--- config.mk ---
export PLATFORM = sky130hd
export DESIGN_NAME = llc_dma_channel
export DESIGN_NICKNAME = d
export VERILOG_FILES = /design/src/rtl/llc_pkg.sv /design/src/rtl/llc_stepper.sv /design/src/rtl/llc_memif.sv /design/src/rtl/llc_dma_channel.sv
export SDC_FILE = /design/constraint.sdc
export NUM_CORES = 1
export LEC_CHECK = 0
export ABC_AREA = 1
export BUFFER_PORTS_ARGS = -buffer_cell sky130_fd_sc_hd__buf_4
export CORE_ASPECT_RATIO = 0.6
export CORE_MARGIN = 10
export CORE_UTILIZATION = 30
export DETAILED_ROUTE_END_ITERATION = 7
export PLACE_DENSITY = 0.54
export SLEW_MARGIN = 20
export SYNTH_ARGS = -nofsm -noshare
export SYNTH_HDL_FRONTEND = slang
export SYNTH_SLANG_ARGS = --single-unit
--- constraint.sdc ---
create_clock -name clk -period 3.14 [get_ports clk]
set_input_delay 0 -clock clk [delete_from_list [all_inputs] [get_ports clk]]
set_output_delay 0 -clock clk [all_outputs]
set_load 0.005 [all_outputs]
--- src/rtl/llc_pkg.sv ---
package llc_pkg;
  typedef enum logic [2:0] {
    ST_IDLE,
    ST_BEAT,
    ST_RD,
    ST_WR,
    ST_NEXT,
    ST_FETCH,
    ST_HOLD
  } llc_state_e;

  localparam int CFG_EN       = 0;
  localparam int CFG_SRC_STEP = 31;
  localparam int CFG_DST_STEP = 30;
  localparam int CFG_SW_LSB   = 12;
  localparam int LINK_CHAIN   = 1;
  localparam int DESC_LOG     = 5;

  localparam logic [2:0] RG_LINK = 3'd0;
  localparam logic [2:0] RG_CNT  = 3'd1;
  localparam logic [2:0] RG_SRC  = 3'd2;
  localparam logic [2:0] RG_DST  = 3'd3;
  localparam logic [2:0] RG_CFG  = 3'd4;
  localparam logic [2:0] RG_DESC = 3'd5;

  localparam logic [2:0] FW_LINK = 3'd0;
  localparam logic [2:0] FW_CNT  = 3'd4;
  localparam logic [2:0] FW_SRC  = 3'd5;
  localparam logic [2:0] FW_DST  = 3'd6;
  localparam logic [2:0] FW_CFG  = 3'd7;
endpackage

--- src/rtl/llc_stepper.sv ---
module llc_stepper #(
  parameter int ADDR_W = 32,
  parameter int DATA_W = 32,
  parameter int CNT_W  = 13
) (
  input  logic [2:0]        width_code,
  input  logic              src_step,
  input  logic              dst_step,
  input  logic [ADDR_W-1:0] src_cur,
  input  logic [ADDR_W-1:0] dst_cur,
  input  logic [CNT_W-1:0]  cnt_cur,
  output logic [ADDR_W-1:0] src_nxt,
  output logic [ADDR_W-1:0] dst_nxt,
  output logic [CNT_W-1:0]  cnt_nxt
);
  localparam int MAX_LOG = $clog2(DATA_W / 8);

  logic [2:0]       lg;
  logic [CNT_W-1:0] beat;

  always_comb begin
    lg      = (width_code > 3'(MAX_LOG)) ? 3'(MAX_LOG) : width_code;
    beat    = CNT_W'(1) << lg;
    cnt_nxt = (cnt_cur > beat) ? cnt_cur - beat : '0;
    src_nxt = src_step ? src_cur + ADDR_W'(beat) : src_cur;
    dst_nxt = dst_step ? dst_cur + ADDR_W'(beat) : dst_cur;
  end
endmodule

--- src/rtl/llc_memif.sv ---
module llc_memif #(
  parameter int ADDR_W = 32,
  parameter int DATA_W = 32
) (
  input  logic              clk,
  input  logic              rst,
  input  logic              issue,
  input  logic              issue_we,
  input  logic [ADDR_W-1:0] issue_addr,
  input  logic [DATA_W-1:0] issue_wdata,
  output logic              mem_req,
  output logic              mem_we,
  output logic [ADDR_W-1:0] mem_addr,
  output logic [DATA_W-1:0] mem_wdata,
  input  logic              mem_ack,
  input  logic              mem_err,
  input  logic [DATA_W-1:0] mem_rdata,
  output logic              rsp_valid,
  output logic              rsp_err,
  output logic [DATA_W-1:0] rsp_data
);
  always_ff @(posedge clk) begin
    if (rst) begin
      mem_req   <= 1'b0;
      mem_we    <= 1'b0;
      mem_addr  <= '0;
      mem_wdata <= '0;
    end else if (issue) begin
      mem_req   <= 1'b1;
      mem_we    <= issue_we;
      mem_addr  <= issue_addr;
      mem_wdata <= issue_wdata;
    end else if (mem_ack) begin
      mem_req <= 1'b0;
    end
  end

  assign rsp_valid = mem_req & mem_ack;
  assign rsp_err   = mem_err;
  assign rsp_data  = mem_rdata;
endmodule

--- src/rtl/llc_dma_channel.sv ---
module llc_dma_channel #(
  parameter int ADDR_W = 32,
  parameter int DATA_W = 32,
  parameter int CNT_W  = 13,
  parameter int REM_W  = 16
) (
  input  logic              clk,
  input  logic              rst,
  input  logic              reg_wr,
  input  logic              reg_rd,
  input  logic [2:0]        reg_addr,
  input  logic [31:0]       reg_wdata,
  output logic [31:0]       reg_rdata,
  output logic              mem_req,
  output logic              mem_we,
  output logic [ADDR_W-1:0] mem_addr,
  output logic [DATA_W-1:0] mem_wdata,
  input  logic              mem_ack,
  input  logic              mem_err,
  input  logic [DATA_W-1:0] mem_rdata,
  output logic              busy,
  output logic [REM_W-1:0]  remaining,
  output logic              done,
  output logic              err
);
  import llc_pkg::*;

  llc_state_e        state_q;
  logic [31:0]       link_q;
  logic [CNT_W-1:0]  cnt_q;
  logic [ADDR_W-1:0] src_q, dst_q, fbase_q, desc_q;
  logic [31:0]       cfg_q;
  logic [2:0]        fidx_q, fidx_nx;
  logic              busy_q, done_q, err_q;

  logic              issue, issue_we;
  logic [ADDR_W-1:0] issue_addr;
  logic              rsp_valid, rsp_err;
  logic [DATA_W-1:0] rsp_data;
  logic [ADDR_W-1:0] src_nx, dst_nx;
  logic [CNT_W-1:0]  cnt_nx;

  llc_stepper #(.ADDR_W(ADDR_W), .DATA_W(DATA_W), .CNT_W(CNT_W)) i_step (
    .width_code (cfg_q[CFG_SW_LSB+2:CFG_SW_LSB]),
    .src_step   (cfg_q[CFG_SRC_STEP]),
    .dst_step   (cfg_q[CFG_DST_STEP]),
    .src_cur    (src_q),
    .dst_cur    (dst_q),
    .cnt_cur    (cnt_q),
    .src_nxt    (src_nx),
    .dst_nxt    (dst_nx),
    .cnt_nxt    (cnt_nx)
  );

  llc_memif #(.ADDR_W(ADDR_W), .DATA_W(DATA_W)) i_mem (
    .clk         (clk),
    .rst         (rst),
    .issue       (issue),
    .issue_we    (issue_we),
    .issue_addr  (issue_addr),
    .issue_wdata (rsp_data),
    .mem_req     (mem_req),
    .mem_we      (mem_we),
    .mem_addr    (mem_addr),
    .mem_wdata   (mem_wdata),
    .mem_ack     (mem_ack),
    .mem_err     (mem_err),
    .mem_rdata   (mem_rdata),
    .rsp_valid   (rsp_valid),
    .rsp_err     (rsp_err),
    .rsp_data    (rsp_data)
  );

  assign fidx_nx = (fidx_q == FW_LINK) ? FW_CNT : fidx_q + 3'd1;

  // Request generation: one outstanding access, chosen by the current state
  always_comb begin
    issue      = 1'b0;
    issue_we   = 1'b0;
    issue_addr = src_q;
    case (state_q)
      ST_BEAT: begin
        if (cfg_q[CFG_EN] && cnt_q != '0) issue = 1'b1;
      end
      ST_RD: begin
        if (rsp_valid && !rsp_err) begin
          issue      = 1'b1;
          issue_we   = 1'b1;
          issue_addr = dst_q;
        end
      end
      ST_NEXT: begin
        if (link_q[LINK_CHAIN]) begin
          issue      = 1'b1;
          issue_addr = {link_q[ADDR_W-1:DESC_LOG], {DESC_LOG{1'b0}}};
        end
      end
      ST_FETCH: begin
        if (rsp_valid && !rsp_err && fidx_q != FW_CFG) begin
          issue      = 1'b1;
          issue_addr = {fbase_q[ADDR_W-1:DESC_LOG], fidx_nx, 2'b00};
        end
      end
      default: ;
    endcase
  end

  always_ff @(posedge clk) begin
    if (rst) begin
      state_q <= ST_IDLE;
      link_q  <= '0;
      cnt_q   <= '0;
      src_q   <= '0;
      dst_q   <= '0;
      cfg_q   <= '0;
      fbase_q <= '0;
      desc_q  <= '0;
      fidx_q  <= '0;
      busy_q  <= 1'b0;
      done_q  <= 1'b0;
      err_q   <= 1'b0;
    end else begin
      done_q <= 1'b0;
      err_q  <= 1'b0;
      case (state_q)
        ST_BEAT: begin
          if (!cfg_q[CFG_EN])      state_q <= ST_HOLD;
          else if (cnt_q == '0)    state_q <= ST_NEXT;
          else                     state_q <= ST_RD;
        end
        ST_RD: begin
          if (rsp_valid) begin
            if (rsp_err) begin
              err_q <= 1'b1; busy_q <= 1'b0; cfg_q[CFG_EN] <= 1'b0; state_q <= ST_IDLE;
            end else begin
              state_q <= ST_WR;
            end
          end
        end
        ST_WR: begin
          if (rsp_valid) begin
            if (rsp_err) begin
              err_q <= 1'b1; busy_q <= 1'b0; cfg_q[CFG_EN] <= 1'b0; state_q <= ST_IDLE;
            end else begin
              src_q   <= src_nx;
              dst_q   <= dst_nx;
              cnt_q   <= cnt_nx;
              state_q <= ST_BEAT;
            end
          end
        end
        ST_NEXT: begin
          if (link_q[LINK_CHAIN]) begin
            fbase_q <= {link_q[ADDR_W-1:DESC_LOG], {DESC_LOG{1'b0}}};
            fidx_q  <= FW_LINK;
            state_q <= ST_FETCH;
          end else begin
            done_q        <= 1'b1;
            busy_q        <= 1'b0;
            cfg_q[CFG_EN] <= 1'b0;
            state_q       <= ST_IDLE;
          end
        end
        ST_FETCH: begin
          if (rsp_valid) begin
            if (rsp_err) begin
              err_q <= 1'b1; busy_q <= 1'b0; cfg_q[CFG_EN] <= 1'b0; state_q <= ST_IDLE;
            end else begin
              fidx_q <= fidx_nx;
              case (fidx_q)
                FW_LINK: link_q <= rsp_data;
                FW_CNT:  cnt_q  <= rsp_data[CNT_W-1:0];
                FW_SRC:  src_q  <= rsp_data;
                FW_DST:  dst_q  <= rsp_data;
                default: begin
                  cfg_q   <= {rsp_data[31:1], cfg_q[CFG_EN]};
                  desc_q  <= fbase_q;
                  state_q <= ST_BEAT;
                end
              endcase
            end
          end
        end
        ST_HOLD: begin
          if (cfg_q[CFG_EN]) state_q <= ST_BEAT;
        end
        default: ;
      endcase

      // Software writes: working registers only while idle; config always
      if (reg_wr) begin
        case (reg_addr)
          RG_LINK: if (!busy_q) link_q <= reg_wdata;
          RG_CNT:  if (!busy_q) cnt_q  <= reg_wdata[CNT_W-1:0];
          RG_SRC:  if (!busy_q) src_q  <= reg_wdata;
          RG_DST:  if (!busy_q) dst_q  <= reg_wdata;
          RG_CFG: begin
            cfg_q <= reg_wdata;
            if (!busy_q && reg_wdata[CFG_EN]) begin
              busy_q  <= 1'b1;
              state_q <= ST_BEAT;
            end
          end
          default: ;
        endcase
      end
    end
  end

  always_ff @(posedge clk) begin
    if (rst) begin
      reg_rdata <= '0;
    end else if (reg_rd) begin
      case (reg_addr)
        RG_LINK: reg_rdata <= link_q;
        RG_CNT:  reg_rdata <= 32'(cnt_q);
        RG_SRC:  reg_rdata <= src_q;
        RG_DST:  reg_rdata <= dst_q;
        RG_CFG:  reg_rdata <= cfg_q;
        RG_DESC: reg_rdata <= desc_q;
        default: reg_rdata <= '0;
      endcase
    end
  end

  assign busy      = busy_q;
  assign done      = done_q;
  assign err       = err_q;
  assign remaining = REM_W'(cnt_q);
endmodule

==> impl_metrics.py, run 1 <==
metrics = {
    "timing": {
        "finalSetupViolCount": 0,
        "fin_ws_ns": 0.232,
        "fin_crit_sh_pct": 92.6,
        "min_period_ns": 2.91,
        "finalMaxSlewViolations": 0,
        "hold_violations": 0,
        "clock_skew_ns": 0.0269,
        "worst_slew_pin_slew_ns": 0.826,
        "fin_setup_tns_ns": 0,
        "max-slew-margin-rel_pct": 44.4,
        "rsz0062_at_grt": "no",
        "holdWs_ns": 0.00292,
        "fmax_mhz": 344,
    },
    "floorplanning": {
        "coreArea_um2": 56100,
        "io-pin-count": 190,
        "initial_core_util_pct": 30.5,
        "num_rows": 67,
        "die_w_um": 328,
        "die_area_um2": 67200,
        "die_h_um": 205,
    },
    "synth": {
        "ys_seq_area_share_pct": 35.4,
        "ys_seq_elements": 302,
        "ys.flop_type": "dfxtp_1",
        "synth_cells": 2593,
        "synth-edff-count": 0,
        "ys_warn_count": 0,
        "async_reset_ff_share_pct": 0,
        "synth_cell_types": 50,
        "synth_area_um2": 17100,
        "synth.avg_cell_area_um2": 6.59,
    },
    "run": {
        "drv_cap": 0,
    },
    "critical_path": {
        "path_max_fanout": 4,
        "worst_ep_required_time_ns": 3.61,
        "critPathLaunchType": "flip-flop",
        "crit_type": "flip-flop to flip-flop",
        "reg2reg_depth": 18,
        "worstPathCellList": "nor2_1 > inv_1 > nor2_2 > buf_4 > ha_1 > inv_1 > fa_1 > inv_1 > nand3_1 > nand2_1 > nand2_1 > nand2_1 > nand3_1 > nor2_1 > nand2_1 > nand2_1 > nand3_1 > a21oi_1",
        "cpLargestDelayFamily": "simple AND/OR/NAND/NOR gates",
        "r2r_end": "src_q[26]",
        "cp.arrival_ns": 3.38,
        "ff2ff_setup_slack_ns": 0.23,
        "crit_buf_inv": 4,
        "max_stage_delay_ns": 0.43,
        "crit_path_frequent_cell": "nand2_1",
        "r2r-start": "cfg_q[14]",
        "end_kind": "flip-flop",
        "slowest_stage": "fa_1",
    },
    "power": {
        "p_per_area_nw_per_um2": 436,
        "ir_drop_uv": 286,
        "p_leak_nw": 9.02,
    },
    "cts": {
        "cts-root-buf": "clkbuf_16",
        "cts_sinks": 302,
        "path_clk_slew_ns": 0.06,
        "cts_buffers": 35,
        "clock_path_buffers": 3,
        "cts_tree": "yes",
        "post-cts-setup-buffers": 0,
        "worstSkewPairLatency_ns": 0.56,
        "htree_levels": 2,
    },
    "detailed_routing": {
        "wire_per_inst_um": 25.4,
        "drc_errors": 0,
        "num_vias": 19900,
        "avgViaCountPerCell": 5.54,
        "finalWirelength_um": 91100,
        "first_pass_iters": 8,
        "ant_nets": 0,
        "drtIter0Drc": 2758,
    },
    "global_route": {
        "grt_max_degree": 100,
        "overflow": 0,
        "grt.total_usage_pct": 26.0,
        "antenna_found_initial": 5,
        "grt_pass1_wl_um": 130000,
        "grt_pass1_vias": 18100,
    },
    "placement": {
        "preCtsSetupSlack_ns": 0.209,
        "place.gp.congestion": 1.00,
        "port_buffers": 186,
        "dpl.hpwl_um": 68400,
        "place_area_um2": 19300,
    },
    "layout": {
        "final_cell_area_um2": 21200,
        "fin_util_pct": 37.8,
        "mostFrequentLayoutCells": "487 x nand2_1, 407 x o21ai_0, 302 x dfxtp_1",
        "syn_to_final_growth_pct": 24.1,
        "nets": 2897,
        "drive_gt1_share_pct": 12.6,
        "final_common_cell": "nand2_1",
    },
    "hold_path": {
        "hp-class": "input port to flip-flop",
        "hp-start": "reg_rd",
        "whs_path_depth": 4,
        "hold_path_end": "reg_rdata[2]",
    },
    "outcome": {
        "status": "finished clean",
    },
}
[cell families after synthesis]
family	count (synthesis)	synth area share, %
adders and majority gates	24	1.89
DFF	302	35.4
xor gates and xnor gates	15	0.769
other	2	0.0440
AOI/OAI and AO/OA	883	28.4
and+or+nand+nor	909	22.7
buffers and inverters	458	10.7
[repair_timing]
item                                   4_1_cts  5_1_grt
endpoints found under the hold margin      180        0
setup endpoints to repair                    0       14
gates resized for setup                      0        3
hold buffers                                73        0
[state kept, by name, summed over array words and instances (netlist names), 3 cells and up]
| signal | flops |
|---|---|
| cfg_q | 32 |
| dst_q | 32 |
| i_mem.mem_addr | 32 |
| i_mem.mem_wdata | 32 |
| link_q | 32 |
| reg_rdata | 32 |
| src_q | 32 |
| desc_q | 27 |
| fbase_q | 27 |
| cnt_q | 13 |
| fidx_q | 3 |
| state_q | 3 |
[per-stage QoR]
| stage | std cells | total power [W] |
|---|---|---|
| floorplan | 2601 | 0.00453 |
| global placement | 3449 | 0.00503 |
| detailed placement | 3449 | 0.00502 |
| CTS | 3584 | 0.00924 |
| global route | 3585 | 0.00950 |
| finish | 3586 | 0.00924 |
[area by class of cell]
type,count,area [µm²]
Clock inverter,16,125
Fill cell,6035,34900
Sequential cell,302,6050
Timing Repair Buffer,314,2650
Antenna cell,2,5.00
Inverter,306,1160
Multi-Input combinational cell,1841,9270
Tap cell,759,950
Clock buffer,46,987
[synth_stat cells (2+ instances only)]
cell type	count	area, µm²
nand2_1	490	1840
o21ai_0	407	2040
dfxtp_1	302	6050
inv_1	288	1080
a21oi_1	265	1330
nor2_1	169	634
nand3_1	129	646
clkbuf_1	99	372
o21bai_1	63	473
o22ai_1	54	338
nor3_1	52	260
buf_2	38	190
nand4_1	32	200
ha_1	21	263
o31ai_1	17	128
a31oi_1	16	100
o211ai_1	15	113
inv_2	14	52.6
o21ai_1	14	70.1
xor2_1	11	96.3
nor2_2	9	56.3
buf_4	8	60.1
a221oi_1	7	61.3
a211oi_1	6	45.0
a22oi_1	6	45.0
buf_6	4	45.0
nor2_4	4	45.0
nor4_1	4	25.0
o221ai_1	4	35.0
or2_2	4	25.0
xnor2_1	4	35.0
buf_1	3	11.3
fa_1	3	60.1
nand2_2	3	18.8
nor3_2	3	30.0
o2111ai_1	3	26.3
a41oi_1	2	17.5
and2_1	2	12.5
clkinv_1	2	7.51
conb_1	2	7.51
inv_4	2	12.5
nand2_4	2	22.5
nand3_2	2	20.0
nor3b_1	2	15.0
[layer usage]
layer  up-vias  track usage, %  wire [µm]
li1       9133               -          -
met1      9456            40.1      43400
met2      1172            31.9      32500
met3        89            11.3      13800
met4         2            3.76       1180
met5         -            3.40        194
[how the worst max path moves through the flow]
stage               startpoint         to  slack (ns)  depth (start not counted)
finish               cfg_q[14]  src_q[26]        0.23                         18
global route         cfg_q[14]  dst_q[28]        0.01                         18
CTS                  cfg_q[14]  src_q[14]        0.19                         16
detailed placement   cfg_q[14]  src_q[28]        0.21                         17
global placement     cfg_q[14]  src_q[28]        0.31                         17
floorplan            cfg_q[14]  dst_q[28]        0.69                         18
[report_power, final]
part / leakage, nW / switching, W / internal, W
Combinational: 6.02 / 0.000665 / 0.000352
Sequential: 2.44 / 0.000128 / 0.00392
Clock: 0.554 / 0.00187 / 0.00231
Total: 9.02 / 0.00266 / 0.00658
[worst min-delay path, stage by stage]
cell	delay, ns
buf_4	0.09
inv_2	0.22
nand2_1	0.13
a21oi_1	0.05
Note: power is estimated with default switching activity, not from simulation.
==> run 2: changes to the inputs <==
REMOVE_ABC_BUFFERS = 1   (was unset)
==> run 2 against run 1 <==
Combinational power about the same. Routed wire length down 6.3%. Sequential share of layout area down 0.22 points. Critical path type unchanged. Highest routed layer unchanged.
==> impl_metrics.py, run 2 (same netlist as run 1, synthesis figures left out) <==
metrics = {
    "global_route": {
        "grt_pass1_vias": 18500,
        "antenna_found_initial": 3,
        "grt_pass1_wl_um": 125000,
        "grt.total_usage_pct": 24.6,
        "overflow": 0,
        "grt_max_degree": 103,
    },
    "floorplanning": {
        "io-pin-count": 190,
        "coreArea_um2": 56100,
        "num_rows": 67,
        "die_w_um": 328,
        "die_area_um2": 67200,
        "initial_core_util_pct": 30.5,
        "die_h_um": 205,
    },
    "critical_path": {
        "crit_path_frequent_cell": "nor2_1",
        "max_stage_delay_ns": 0.55,
        "worstPathCellList": "nor2_2 > buf_4 > inv_1 > nor2_2 > inv_1 > ha_1 > nand3_1 > nand3_1 > nand2_1 > nand4_1 > nand2_1 > nor2_1 > nor2_1 > nor2_1 > dlygate4sd3_1",
        "startpoint": "cfg_q[14]",
        "crit_type": "flip-flop to flip-flop",
        "cp.arrival_ns": 3.39,
        "worst_ep_required_time_ns": 3.57,
        "slowest_stage": "dlygate4sd3_1",
        "path_max_fanout": 6,
        "r2r-start": "cfg_q[14]",
        "critPathLaunchType": "flip-flop",
        "end_kind": "flip-flop",
    },
    "placement": {
        "place.gp.congestion": 0.960,
        "dpl.hpwl_um": 61900,
        "place_area_um2": 19400,
        "dp_cells": 3459,
        "preCtsSetupSlack_ns": 0.117,
        "port_buffers": 186,
    },
    "layout": {
        "final_cell_area_um2": 21400,
        "mostFrequentLayoutCells": "488 x nand2_1, 407 x o21ai_0, 302 x dfxtp_1",
        "nets": 2905,
        "drive_gt1_share_pct": 13.0,
        "fin_util_pct": 38.1,
        "layout.cells.non_filler": 3591,
        "final_common_cell": "nand2_1",
        "syn_to_final_growth_pct": 25.0,
        "n_antenna_cell": 0,
    },
    "hold_path": {
        "hp-class": "input port to flip-flop",
        "hp-start": "reg_addr[0]",
    },
    "power": {
        "p_leak_nw": 9.11,
        "p_per_area_nw_per_um2": 444,
        "p_total_w": 0.00949,
        "ir_drop_uv": 296,
    },
    "detailed_routing": {
        "finalWirelength_um": 85400,
        "drc_errors": 0,
        "ant_nets": 0,
        "wire_per_inst_um": 23.8,
        "drtIter0Drc": 2391,
        "num_vias": 19500,
        "first_pass_iters": 6,
        "avgViaCountPerCell": 5.43,
    },
    "cts": {
        "path_clk_slew_ns": 0.07,
        "cts-root-buf": "clkbuf_16",
        "htree_levels": 2,
        "cts_tree": "yes",
        "cts_sinks": 302,
        "clock_path_buffers": 3,
        "cts_buffers": 34,
        "worstSkewPairLatency_ns": 0.56,
        "post-cts-setup-buffers": 0,
    },
    "timing": {
        "fmax_mhz": 338,
        "fin_ws_ns": 0.181,
        "fin_crit_sh_pct": 94.2,
        "hold_violations": 0,
        "min_period_ns": 2.96,
        "worst_slew_pin_slew_ns": 0.991,
        "clock_skew_ns": 0.0252,
        "max-slew-margin-rel_pct": 33.9,
        "finalMaxSlewViolations": 0,
        "finalSetupViolCount": 0,
    },
    "run": {
        "drv_cap": 0,
    },
    "outcome": {
        "status": "finished clean",
    },
}
[run 2: worst max-delay path, delay by kind of cell, from the launching register on]
| kind | cells | cell delay [ns] |
|---|---|---|
| AND/OR/NAND/NOR | 10 | 1.24 |
| buffers and inverters | 4 | 0.96 |
| flip-flops | 1 | 0.33 |
| adder cells (fa/ha/maj) | 1 | 0.32 |
[run 2: what timing repair did]
action,in CTS,in global routing
setup endpoints to repair,0,23
hold buffers,72,0
resized for setup,0,11
endpoints found under the hold margin,177,0
[run 2: per-stage QoR]
stage,TNS (ns),hold WS (ns)
CTS,0,0.0221
global placement,0,0.295
detailed placement,0,0.292
floorplan,-47.21,0.0691
finish,0,0.0538
global route,-0.0162,0.0692
[run 2: where the power goes]
group          leakage [nW]  switching, W  internal, W
registers              2.44      0.000104      0.00391
logic                  6.08      0.000630     0.000357
clock network         0.589       0.00181      0.00268
total                  9.11       0.00255      0.00695
[run 2: area by class of cell]
class	count	area, µm²
flip-flops and latches	302	6050
repair buffers	323	2680
clock buffers	47	1010
well taps	759	950
fillers	6009	34700
inverters	306	1160
multi-input cells	1841	9310
clock inverters	13	201
[run 2: final timing paths]
check | cells past startpoint | to | slack [ns]
hold reg to reg | 2 | desc_q[21] | 0.45
setup reg to reg | 15 | cnt_q[9] | 0.18
hold / removal | 4 | reg_rdata[12] | 0.05
setup / recovery | 15 | cnt_q[9] | 0.18
[run 2: per-layer routing]
| metal | GRT usage [%] | wire (µm) | up-vias | part of all wire [%] |
|---|---|---|---|---|
| met5 | 1.96 | 180 | - | 0.21 |
| met2 | 31.8 | 31600 | 984 | 37 |
| li1 | - | - | 9152 | - |
| met3 | 8.38 | 10600 | 115 | 12 |
| met4 | 5.41 | 1540 | 2 | 1.8 |
| met1 | 37.3 | 41500 | 9263 | 49 |
